--- src/rtl/rfc_pkg.sv ---
package rfc_pkg;
  typedef enum logic [1:0] {
    CMD_NONE,
    CMD_REF,
    CMD_SELF
  } rfc_cmd_e;

  typedef enum logic [2:0] {
    ST_IDLE,
    ST_RUN,
    ST_SELF,
    ST_SRUN,
    ST_RECOV
  } rfc_state_e;
endpackage

--- src/rtl/rfc_strobe_decode.sv ---
module rfc_strobe_decode
  import rfc_pkg::*;
(
  input  logic     clk,
  input  logic     rst,
  input  logic     row_strobe_n,
  input  logic     col_strobe_n,
  input  logic     chip_sel_n,
  input  logic     write_mode,
  input  logic     refresh_sel_n,
  input  logic     write_en_n,
  output rfc_cmd_e cmd,
  output logic     row_hi
);
  logic     row_q;
  logic     fall;
  rfc_cmd_e cmd_nxt;

  // Priority: refresh select, then self-timed entry, then column-first refresh.
  always_comb begin
    fall    = row_q & ~row_strobe_n;
    cmd_nxt = CMD_NONE;
    if (fall) begin
      if (!refresh_sel_n)
        cmd_nxt = CMD_REF;
      else if (!col_strobe_n && chip_sel_n && write_mode && write_en_n)
        cmd_nxt = CMD_SELF;
      else if (!col_strobe_n)
        cmd_nxt = CMD_REF;
    end
  end

  always_ff @(posedge clk) begin
    if (rst) begin
      row_q <= 1'b1;
      cmd   <= CMD_NONE;
    end else begin
      row_q <= row_strobe_n;
      cmd   <= cmd_nxt;
    end
  end

  assign row_hi = row_q;
endmodule

--- src/rtl/rfc_row_counter.sv ---
module rfc_row_counter #(
  parameter int ROW_W = 10
) (
  input  logic             clk,
  input  logic             rst,
  input  logic             inc,
  output logic [ROW_W-1:0] row
);
  always_ff @(posedge clk) begin
    if (rst)
      row <= '0;
    else if (inc)
      row <= row + 1'b1;
  end
endmodule

--- src/rtl/rfc_window_monitor.sv ---
module rfc_window_monitor #(
  parameter int WINDOW  = 6_400_000,
  parameter int MIN_REF = 1024
) (
  input  logic clk,
  input  logic rst,
  input  logic done,
  output logic violation
);
  localparam int WW = $clog2(WINDOW);
  localparam int CW = $clog2(MIN_REF + 1);
  localparam logic [WW-1:0] WIN_LAST = WW'(WINDOW - 1);
  localparam logic [CW-1:0] CNT_MAX  = CW'(MIN_REF);

  logic [WW-1:0] win;
  logic [CW-1:0] cnt;
  logic [CW:0]   total;

  assign total = {1'b0, cnt} + {{CW{1'b0}}, done};

  always_ff @(posedge clk) begin
    if (rst) begin
      win       <= '0;
      cnt       <= '0;
      violation <= 1'b0;
    end else if (win == WIN_LAST) begin
      win <= '0;
      cnt <= '0;
      if (total < (CW+1)'(MIN_REF))
        violation <= 1'b1;
    end else begin
      win <= win + 1'b1;
      if (done && cnt != CNT_MAX)
        cnt <= cnt + 1'b1;
    end
  end
endmodule

--- src/rtl/rfc_refresh_ctrl.sv ---
module rfc_refresh_ctrl
  import rfc_pkg::*;
#(
  parameter int ROW_W       = 10,
  parameter int MIN_REF     = 1024,
  parameter int WINDOW      = 6_400_000,
  parameter int REF_CYC     = 4,
  parameter int SELF_PERIOD = 6000,
  parameter int RECOVER     = 16
) (
  input  logic             clk,
  input  logic             rst,
  input  logic             row_strobe_n,
  input  logic             col_strobe_n,
  input  logic             chip_sel_n,
  input  logic             write_mode,
  input  logic             refresh_sel_n,
  input  logic             write_en_n,
  output logic [ROW_W-1:0] refresh_row,
  output logic             refresh_req,
  output logic             busy,
  output logic             violation
);
  localparam int PH_MAX = (REF_CYC > RECOVER) ? REF_CYC : RECOVER;
  localparam int PHW    = $clog2(PH_MAX + 1);
  localparam int TW     = $clog2(SELF_PERIOD + 1);
  localparam logic [PHW-1:0] REF_LAST = PHW'(REF_CYC - 1);
  localparam logic [PHW-1:0] REC_LAST = PHW'(RECOVER - 1);
  localparam logic [TW-1:0]  PER_LAST = TW'(SELF_PERIOD - 1);

  rfc_cmd_e   cmd;
  logic       row_hi;
  rfc_state_e st;
  logic [PHW-1:0] ph;
  logic [TW-1:0]  tmr;
  logic           done;

  rfc_strobe_decode i_decode (
    .clk           (clk),
    .rst           (rst),
    .row_strobe_n  (row_strobe_n),
    .col_strobe_n  (col_strobe_n),
    .chip_sel_n    (chip_sel_n),
    .write_mode    (write_mode),
    .refresh_sel_n (refresh_sel_n),
    .write_en_n    (write_en_n),
    .cmd           (cmd),
    .row_hi        (row_hi)
  );

  assign done = ((st == ST_RUN) || (st == ST_SRUN)) && (ph == '0);

  rfc_row_counter #(.ROW_W(ROW_W)) i_rows (
    .clk (clk),
    .rst (rst),
    .inc (done),
    .row (refresh_row)
  );

  rfc_window_monitor #(.WINDOW(WINDOW), .MIN_REF(MIN_REF)) i_window (
    .clk       (clk),
    .rst       (rst),
    .done      (done),
    .violation (violation)
  );

  always_ff @(posedge clk) begin
    if (rst) begin
      st          <= ST_IDLE;
      ph          <= '0;
      tmr         <= '0;
      busy        <= 1'b0;
      refresh_req <= 1'b0;
    end else begin
      refresh_req <= 1'b0;
      unique case (st)
        ST_IDLE: begin
          if (cmd == CMD_REF) begin
            st          <= ST_RUN;
            ph          <= REF_LAST;
            busy        <= 1'b1;
            refresh_req <= 1'b1;
          end else if (cmd == CMD_SELF) begin
            st   <= ST_SELF;
            tmr  <= '0;
            busy <= 1'b1;
          end
        end
        ST_RUN: begin
          if (ph == '0) begin
            st   <= ST_IDLE;
            busy <= 1'b0;
          end else begin
            ph <= ph - 1'b1;
          end
        end
        ST_SELF: begin
          if (row_hi) begin
            st <= ST_RECOV;
            ph <= REC_LAST;
          end else if (tmr == PER_LAST) begin
            st          <= ST_SRUN;
            ph          <= REF_LAST;
            tmr         <= '0;
            refresh_req <= 1'b1;
          end else begin
            tmr <= tmr + 1'b1;
          end
        end
        ST_SRUN: begin
          if (ph == '0) begin
            st <= row_hi ? ST_RECOV : ST_SELF;
            ph <= REC_LAST;
          end else begin
            ph <= ph - 1'b1;
          end
        end
        ST_RECOV: begin
          if (ph == '0) begin
            st   <= ST_IDLE;
            busy <= 1'b0;
          end else begin
            ph <= ph - 1'b1;
          end
        end
        default: st <= ST_IDLE;
      endcase
    end
  end
endmodule

--- config.mk ---
export PLATFORM = sky130hd
export DESIGN_NAME = rfc_refresh_ctrl
export DESIGN_NICKNAME = d
export VERILOG_FILES = /design/src/rtl/rfc_pkg.sv /design/src/rtl/rfc_strobe_decode.sv /design/src/rtl/rfc_row_counter.sv /design/src/rtl/rfc_window_monitor.sv /design/src/rtl/rfc_refresh_ctrl.sv
export SDC_FILE = /design/constraint.sdc
export NUM_CORES = 1
export LEC_CHECK = 0
export ABC_AREA = 1
export ABC_CLOCK_PERIOD_IN_PS = 1900
export BUFFER_PORTS_ARGS = -buffer_cell sky130_fd_sc_hd__buf_2
export CORE_UTILIZATION = 46
export DETAILED_ROUTE_END_ITERATION = 8
export PLACE_DENSITY = 0.74
export SLEW_MARGIN = 20
export SYNTH_ARGS = -nofsm -noshare
export SYNTH_HDL_FRONTEND = slang
export SYNTH_SLANG_ARGS = --single-unit
--- constraint.sdc ---
create_clock -name clk -period 1.9 [get_ports clk]
set_input_delay 0.19 -clock clk [delete_from_list [all_inputs] [get_ports clk]]
set_output_delay 0.19 -clock clk [all_outputs]
set_load 0.05 [all_outputs]
# == Word-level counts from Yosys, hierarchy flattened ==
# Cells that the tools add are included.
# classes
n_eq_ne,18
muxes,30
div_mod_pow,0
order_cmp,1
n_bitwise,4
multipliers,0
addsub,6
shift,0
reduce_logical,21
# ops
cell,n
13-bit two-way mux,4
13-bit one-hot mux with 2 select lines,1
5-bit two-way mux,5
23-bit by 1-bit adder with 23-bit output (second input constant),1
23-bit equality test (second input constant),1
3-bit two-way mux,7
5-bit one-hot mux with 4 select lines,1
13-bit by 1-bit adder with 13-bit output (second input constant),1
13-bit equality test (second input constant),1
11-bit by 1-bit adder with 12-bit output,1
12-bit by 11-bit < comparator with 1-bit output (second input constant),1
3-bit one-hot mux with 4 select lines,1
4-bit AND reduction,3
11-bit by 1-bit adder with 11-bit output (second input constant),1
11-bit != test (second input constant),1
10-bit by 1-bit adder with 10-bit output (second input constant),1
2-bit != test (second input constant),5
1-bit two-way mux,8
3-bit by 2-bit equality test with 1-bit output (second input constant),2
2-bit OR reduction,3
1-bit logical AND,5
5-bit logical NOT,1
5-bit by 1-bit subtractor with 5-bit output (second input constant),1
2-bit by 1-bit != test with 1-bit output (second input constant),2
other kinds (18),22
# word_totals
latchBits,0
rom_bits,0
ram_bits,0
word_cells,92
register_bits,71
n_memories,0
input_bits,8

# == Logic depth before layout (Yosys ltp) ==
# Gate-level depths: netlist of the first run.
# logic_depth
depth_word,6
depth_mapped,10
depth_no_buf,10

# == Cells and area by module ==
# A second synthesis of the first run with hierarchy kept.
# unflattened
hier_cells,608
hier_area_um2,4140.2
# by_module_without_submodules
mod,cells_each,seq_area_each_um2,area_each_um2,instances
rfc_window_monitor,289,700.7,1958.1,1
rfc_refresh_ctrl,236,460.4,1594.0,1
rfc_row_counter,64,200.2,447.9,1
rfc_strobe_decode,19,60.1,140.1,1

# == Least setup slack after synthesis of the first run ==
# OpenSTA, ideal clock, no wires.
# synth_path
kind,reg2reg
start,reg i_rows.row[1]
end,reg i_rows.row[8]
synth_period_minus_slack_ns,1.452
path_stages_with_launch,6
arrival_time_ns,1.316
setup_slack_ns,0.448
setup_time_ns,0.137
t_required_ns,1.763
path_cell_list,dfxtp_1 -> ha_1 -> nand3_1 -> xor2_1 -> nand2_1 -> a21oi_1
# synth_between
elab_chain_cells,1
# synth_lines
element,line_no,rtl
"start, declared",rfc_row_counter.sv:7,output logic [ROW_W-1:0] row
"start signal, assigned",rfc_row_counter.sv:13,row <= row + 1'b1;
10-bit by 1-bit adder with 10-bit output,rfc_row_counter.sv:13,
# No other way between the ends.
# A chain may end at the register's enable or synchronous reset.

# == Worst setup path in the final report of the first run ==
# layout_path
start,reg tmr[0]
end,reg st[1]
# layout_between
elab_chain_cells,3
# layout_lines
element,line_no,rtl
"start, declared",rfc_refresh_ctrl.sv:35,logic [TW-1:0] tmr;
"start signal, assigned",rfc_refresh_ctrl.sv:107,tmr <= tmr + 1'b1;
13-bit equality test,rfc_refresh_ctrl.sv:101,end else if (tmr == PER_LAST) begin
3-bit by 2-bit != test with 1-bit output (no source line),n/a,
4-bit AND reduction (no source line),n/a,
"end signal, assigned",rfc_refresh_ctrl.sv:112,st <= row_hi ? ST_RECOV : ST_SELF;
"end, declared",rfc_refresh_ctrl.sv:33,rfc_state_e st;
# No other way between the ends.

==> metrics.yaml, run 1 <==
setup_path:
  max_stage_delay_ns: 0.37
  r2r_cells: 8
  critPathLaunch: "tmr[0]$_SDFFE_PP0P_"
  critPathKind: "flop to flop"
  r2r_start: "tmr[0]$_SDFFE_PP0P_"
  arrival_ns: 1.84
  r2r_end: "st[1]$_SDFFE_PP0P_"
  cp_data_required_time_ns: 2.13
  cp.depth: 8
  cp_top_family: "simple AND/OR/NAND/NOR gates"
  crit_fanout: 5
  cp_cell_sequence: "ha_1, nand3_1, nor2_1, nand2_1, nand3_1, nand2_1, o21ai_0, inv_1"
  path_buf_inv: 1
  cp_slowest_cell: "dfxtp_1"
  critPathLaunchType: "flop"
  crit_path_end_kind: "flop"
  rrSetupSlack_ns: 0.28
route:
  drt_iter0_drc: 112
  wirelength_um: 7410
  first_pass_iters: 4
  drcViolationCount: 0
  ant_nets: 0
  routedWlPerCell_um: 10.6
  via_count: 3425
  viasPerCell: 4.91
clock_tree:
  cts_tree: "yes"
  cts.sinks: 71
  cts_root_buffer: "clkbuf_8"
  ctsLongestPathBuffers: 2
  cts_buffers: 9
  clk_latency_ns: 0.34
  htreeDepth: 3
  path_clk_slew_ns: 0.07
  ctsResizeCount: 0
  post-cts-setup-buffers: 0
  cts_hold_buf: 0
power:
  p_int_w: 0.00219
  clkPwrFrac_pct: 33.4
  power_frac_seq_pct: 51.8
  p_sw_share_pct: 27.9
  power_leakage_nw: 1.61
  comb_power_share_pct: 14.8
  ir_worst_vdd_v: 0.000540
  power.switching_w: 0.000845
  fin_total_pwr_w: 0.00303
  powerDensity_nw_per_um2: 719
die:
  dieArea_um2: 8750
  die_y_um: 93.6
  rows: 33
  initial_core_util_pct: 47.2
  dieWidth_um: 93.6
  ioPinCount: 21
  core-area_um2: 8180
global_route:
  grt_pass1_vias: 3103
  grt_pass1_wl_um: 13000
  grt_usage_pct: 18.4
  antenna_found_initial: 0
  gr-total-overflow: 0
  grt_max_degree: 35
placement:
  hpwl_um: 5460
  dpl_cell_area_um2: 4060
  io_buffers: 20
  gp_congestion: 0.894
  place_ws_ns: 0.292
sta:
  fmax_ghz: 0.619
  finalClockSkew_ns: 0.00695
  setup_viol: 0
  post-route-period-util_pct: 85.0
  hold_viol: 0
  worst_slew_pin_slew_ns: 0.363
  min_period_ns: 1.62
  fin_tns_setup_ns: 0
  max_slew_margin_pct: 75.6
  rsz0062_at_grt: "no"
  maxSlewViolCount: 0
  layout_setup_ws_ns: 0.284
worst_hold_path:
  min_to: "i_decode.row_hi$_SDFF_PP1_"
  hold_path.class: "primary input to flop"
  worst_hold_path.num_cells: 3
  min-delay-start: "row_strobe_n"
synthesis:
  synth_warnings: 0
  synth_top_area_share_pct: 36.9
  synth_edf_count: 0
  syn_inst: 561
  ys_seq_area_share_pct: 36.9
  postSynthAreaPerCell_um2: 6.87
  syn-cell-area_um2: 3860
  synth_top_flop_cell: "dfxtp_1"
  ys_async_sr_fraction_pct: 0
  ys_seq_elements: 71
  synthTopCellsByArea: "dfxtp_1 (37%), nand2_1 (14%), nor2_1 (9.0%)"
  postSynthNetCount: 577
  yosysTopAreaCell: "dfxtp_1"
  synth_cell_type_count: 36
layout:
  drive_gt1_share_pct: 11.1
  final_util_pct: 51.5
  antennaDiodeCount: 0
  final_cell_mix: "nand2_1 (144), nor2_1 (92), dfxtp_1 (71), inv_1 (63), nand3_1 (38)"
  area_delta_synth_final_pct: 9.25
  layout.cells.most_common: "nand2_1"
  fin_area_um2: 4210
  fin_nets: 604
run:
  max_cap_viol_count: 0
status:
  status: "completed"
## power groups by stage
stage               sequential, W  combinational, W  clock, W
floorplan                 0.00161          0.000355         0
global placement          0.00160          0.000435         0
detailed placement        0.00160          0.000445         0
CTS                       0.00157          0.000450   0.00105
global route              0.00157          0.000510   0.00111
finish                    0.00157          0.000449   0.00101
## routing by layer
layer | GRT usage (%) | up-vias | share of wire, %
met5 | 0 | - | 0
met4 | 5.64 | 0 | 0.40
met3 | 5.12 | 2 | 3.8
met2 | 32.1 | 61 | 50
met1 | 21.8 | 1538 | 46
li1 | - | 1824 | -
## kinds of logic (layout without fill, tap and decap cells)
group	after synthesis	count (layout)	synth area share [%]
AOI/OAI and AO/OA	55	55	8.05
DFF	71	71	36.9
and+or+nand+nor	326	326	38.2
buffers and inverters	76	107	8.66
adders and majority gates	8	8	2.60
xor gates and xnor gates	25	25	5.68
## sequential cells by signal, indices dropped and copies added, names as in the netlist
| name | count |
|---|---|
| i_decode.cmd | 2 |
| i_rows.row | 10 |
| st | 3 |
| i_window.cnt | 11 |
| tmr | 13 |
| i_decode.row_hi | 1 |
| refresh_req | 1 |
| i_window.win | 23 |
| busy | 1 |
| i_window.violation | 1 |
| ph | 5 |
## tightest hold or removal path: stages
cell and delay, ns:
buf_2 0.08, inv_1 0.04, nand2_1 0.05
## final cells by class
cell class | count | area [µm²]
inverter | 67 | 251
fill | 775 | 3960
tap | 105 | 131
multi-input combinational | 414 | 2100
timing repair buffer | 25 | 150
sequential | 71 | 1420
clock inverter | 1 | 5.00
clock buffer | 14 | 153
## metrics by stage
stage	instances	hold slack [ns]
detailed placement	682	0.418
floorplan	561	0.285
global placement	682	0.405
CTS	697	0.0582
finish	697	0.0625
global route	697	0.0509
## worst max path at each step
stage                                 endpoint  slack [ns]
floorplan           i_rows.row[8]$_SDFFE_PP0P_        0.45
global placement    i_window.win[5]$_SDFF_PP0_        0.38
detailed placement          st[1]$_SDFFE_PP0P_        0.29
CTS                         st[1]$_SDFFE_PP0P_        0.28
global route                st[1]$_SDFFE_PP0P_        0.14
finish                      st[1]$_SDFFE_PP0P_        0.28
## synth_stat cells, drive strengths merged (2+ instances only)
master / n
xor2: 18
buf: 7
dfxtp: 71
ha: 8
nand3b: 4
inv: 67
nor3: 14
nand2: 151
o21bai: 2
and3: 2
clkbuf: 2
xnor2: 7
nand3: 43
or2: 4
nand4: 7
o21ai: 15
a21oi: 36
nor2: 98
nor3b: 3
No activity file was read; power rests on OpenSTA's default activity.
==> inputs of run 2 (changes only) <==
--- a/config.mk
+++ b/config.mk
@@ -6,8 +6,9 @@
 export NUM_CORES = 1
 export LEC_CHECK = 0
 export ABC_AREA = 1
-export ABC_CLOCK_PERIOD_IN_PS = 1900
+export ABC_CLOCK_PERIOD_IN_PS = 2000
 export BUFFER_PORTS_ARGS = -buffer_cell sky130_fd_sc_hd__buf_2
+export CAP_MARGIN = 20
 export CORE_UTILIZATION = 46
 export DETAILED_ROUTE_END_ITERATION = 8
 export PLACE_DENSITY = 0.74
==> constraint.sdc (replaced) <==
create_clock -name clk -period 2 [get_ports clk]
set_input_delay 0.2 -clock clk [delete_from_list [all_inputs] [get_ports clk]]
set_output_delay 0.2 -clock clk [all_outputs]
set_load 0.05 [all_outputs]
==> metrics.yaml, run 2 (synthesis gave the netlist of run 1 again) <==
clock_tree:
  ctsLongestPathBuffers: 2
  path_clk_slew_ns: 0.07
  post-cts-setup-buffers: 0
  htreeDepth: 3
  cts_buffers: 9
  cts.sinks: 71
  cts_root_buffer: "clkbuf_8"
  clk_latency_ns: 0.34
  cts_tree: "yes"
  cts_hold_buf: 0
  ctsResizeCount: 0
sta:
  fin_tns_setup_ns: 0
  rsz0062_at_grt: "no"
  max_slew_margin_pct: 67.3
  post-route-period-util_pct: 81.1
  maxSlewViolCount: 0
  fmax_ghz: 0.617
  hold_ws_ns: 0.0764
  worst_slew_pin_slew_ns: 0.491
  layout_setup_ws_ns: 0.378
  setup_viol: 0
  finalClockSkew_ns: 0.00667
  hold_viol: 0
  min_period_ns: 1.62
die:
  core-area_um2: 8180
  ioPinCount: 21
  initial_core_util_pct: 47.2
  dieWidth_um: 93.6
  rows: 33
  dieArea_um2: 8750
  die_y_um: 93.6
setup_path:
  path_common_cell: "nand2_1"
  rrSetupSlack_ns: 0.38
  crit_fanout: 11
  critPathLaunchType: "flop"
  critPathKind: "flop to flop"
  max_stage_delay_ns: 0.30
  cp_data_required_time_ns: 2.27
  arrival_ns: 1.89
  cp_slowest_cell: "dfxtp_1"
  crit_path_end_kind: "flop"
  cp_cell_sequence: "inv_1, ha_1, nand3_4, nor2_4, nand2_1, inv_2, nand2_1, a21oi_1"
placement:
  io_buffers: 20
  gp_congestion: 0.855
  hpwl_um: 5520
  place_ws_ns: 0.396
power:
  fin_total_pwr_w: 0.00304
  powerDensity_nw_per_um2: 719
  power_leakage_nw: 1.61
  ir_worst_vdd_v: 0.000416
worst_hold_path:
  hold_path.class: "primary input to flop"
status:
  status: "completed"
route:
  drt_iter0_drc: 96
  via_count: 3458
  first_pass_iters: 4
  viasPerCell: 4.97
  routedWlPerCell_um: 10.9
  wirelength_um: 7590
  ant_nets: 0
  drcViolationCount: 0
global_route:
  grt_pass1_wl_um: 13300
  gr-total-overflow: 0
  grt_usage_pct: 18.9
  grt_pass1_vias: 3283
  antenna_found_initial: 0
  grt_max_degree: 35
layout:
  final_cell_mix: "nand2_1 (144), nor2_1 (92), dfxtp_1 (71), inv_1 (63), nand3_1 (38)"
  fin_nets: 602
  regMostFlops: "i_window.win"
  fillers: 818
  largest_reg_flops: 23
  drive_gt1_share_pct: 11.3
  antennaDiodeCount: 0
  area_delta_synth_final_pct: 9.70
  largest_registers: "i_window.win: 23 flops, tmr: 13 flops, i_window.cnt: 11 flops"
  layout.cells.most_common: "nand2_1"
run:
  max_cap_viol_count: 0
[run 2: final timing paths]
| path | startpoint | endpoint | cells after the start |
|---|---|---|---|
| worst min-delay path | row_strobe_n | i_decode.row_hi$_SDFF_PP1_ | 3 |
| worst max register to register | ph[0]$_SDFFE_PP0P_ | i_window.cnt[6]$_SDFFE_PP0P_ | 8 |
| worst min register to register | i_window.win[0]$_SDFF_PP0_ | i_window.win[0]$_SDFF_PP0_ | 1 |
| worst max-delay path | ph[0]$_SDFFE_PP0P_ | i_window.cnt[6]$_SDFFE_PP0P_ | 8 |
[run 2: per-stage QoR]
step	instances	util, %	instance area, µm²
after floorplan	561	-	3860
after global placement	680	49.4	4040
after detailed placement	680	49.4	4040
after CTS	696	51.7	4230
after global routing	696	51.7	4230
final	696	51.7	4230
[run 2: worst max-delay path, delay by kind of cell (launching register included)]
family          cells  cell delay [ns]
fa+ha+maj           1             0.27
compound gates      1             0.15
buf+inv             2             0.31
simple gates        4             0.52
flops               1             0.30
[run 2: where the power goes]
part | leakage (nW) | switching, W | internal (W) | total [W]
Sequential | 0.574 | 0.0000363 | 0.00146 | 0.00149
Clock | 0.100 | 0.000518 | 0.000605 | 0.00112
Combinational | 0.940 | 0.000287 | 0.000140 | 0.000426
Total | 1.61 | 0.000841 | 0.00220 | 0.00304
[run 2: area by class of cell]
class,instances,area (µm²),area share [%]
multi-input cells,414,2100,49.7
flip-flops and latches,71,1420,33.6
inverters,67,251,5.94
clock buffers,12,145,3.43
repair buffers,23,135,3.19
well taps,105,131,3.11
clock inverters,4,45.0,1.06
[run 2: metal layers]
layer | global-route usage (%) | up-vias | share of wire [%]
met1 | 20.6 | 1579 | 45
met5 | 0 | - | 0
met3 | 5.61 | 6 | 3.7
li1 | - | 1826 | -
met2 | 34.6 | 47 | 50
met4 | 6.79 | 0 | 0.63
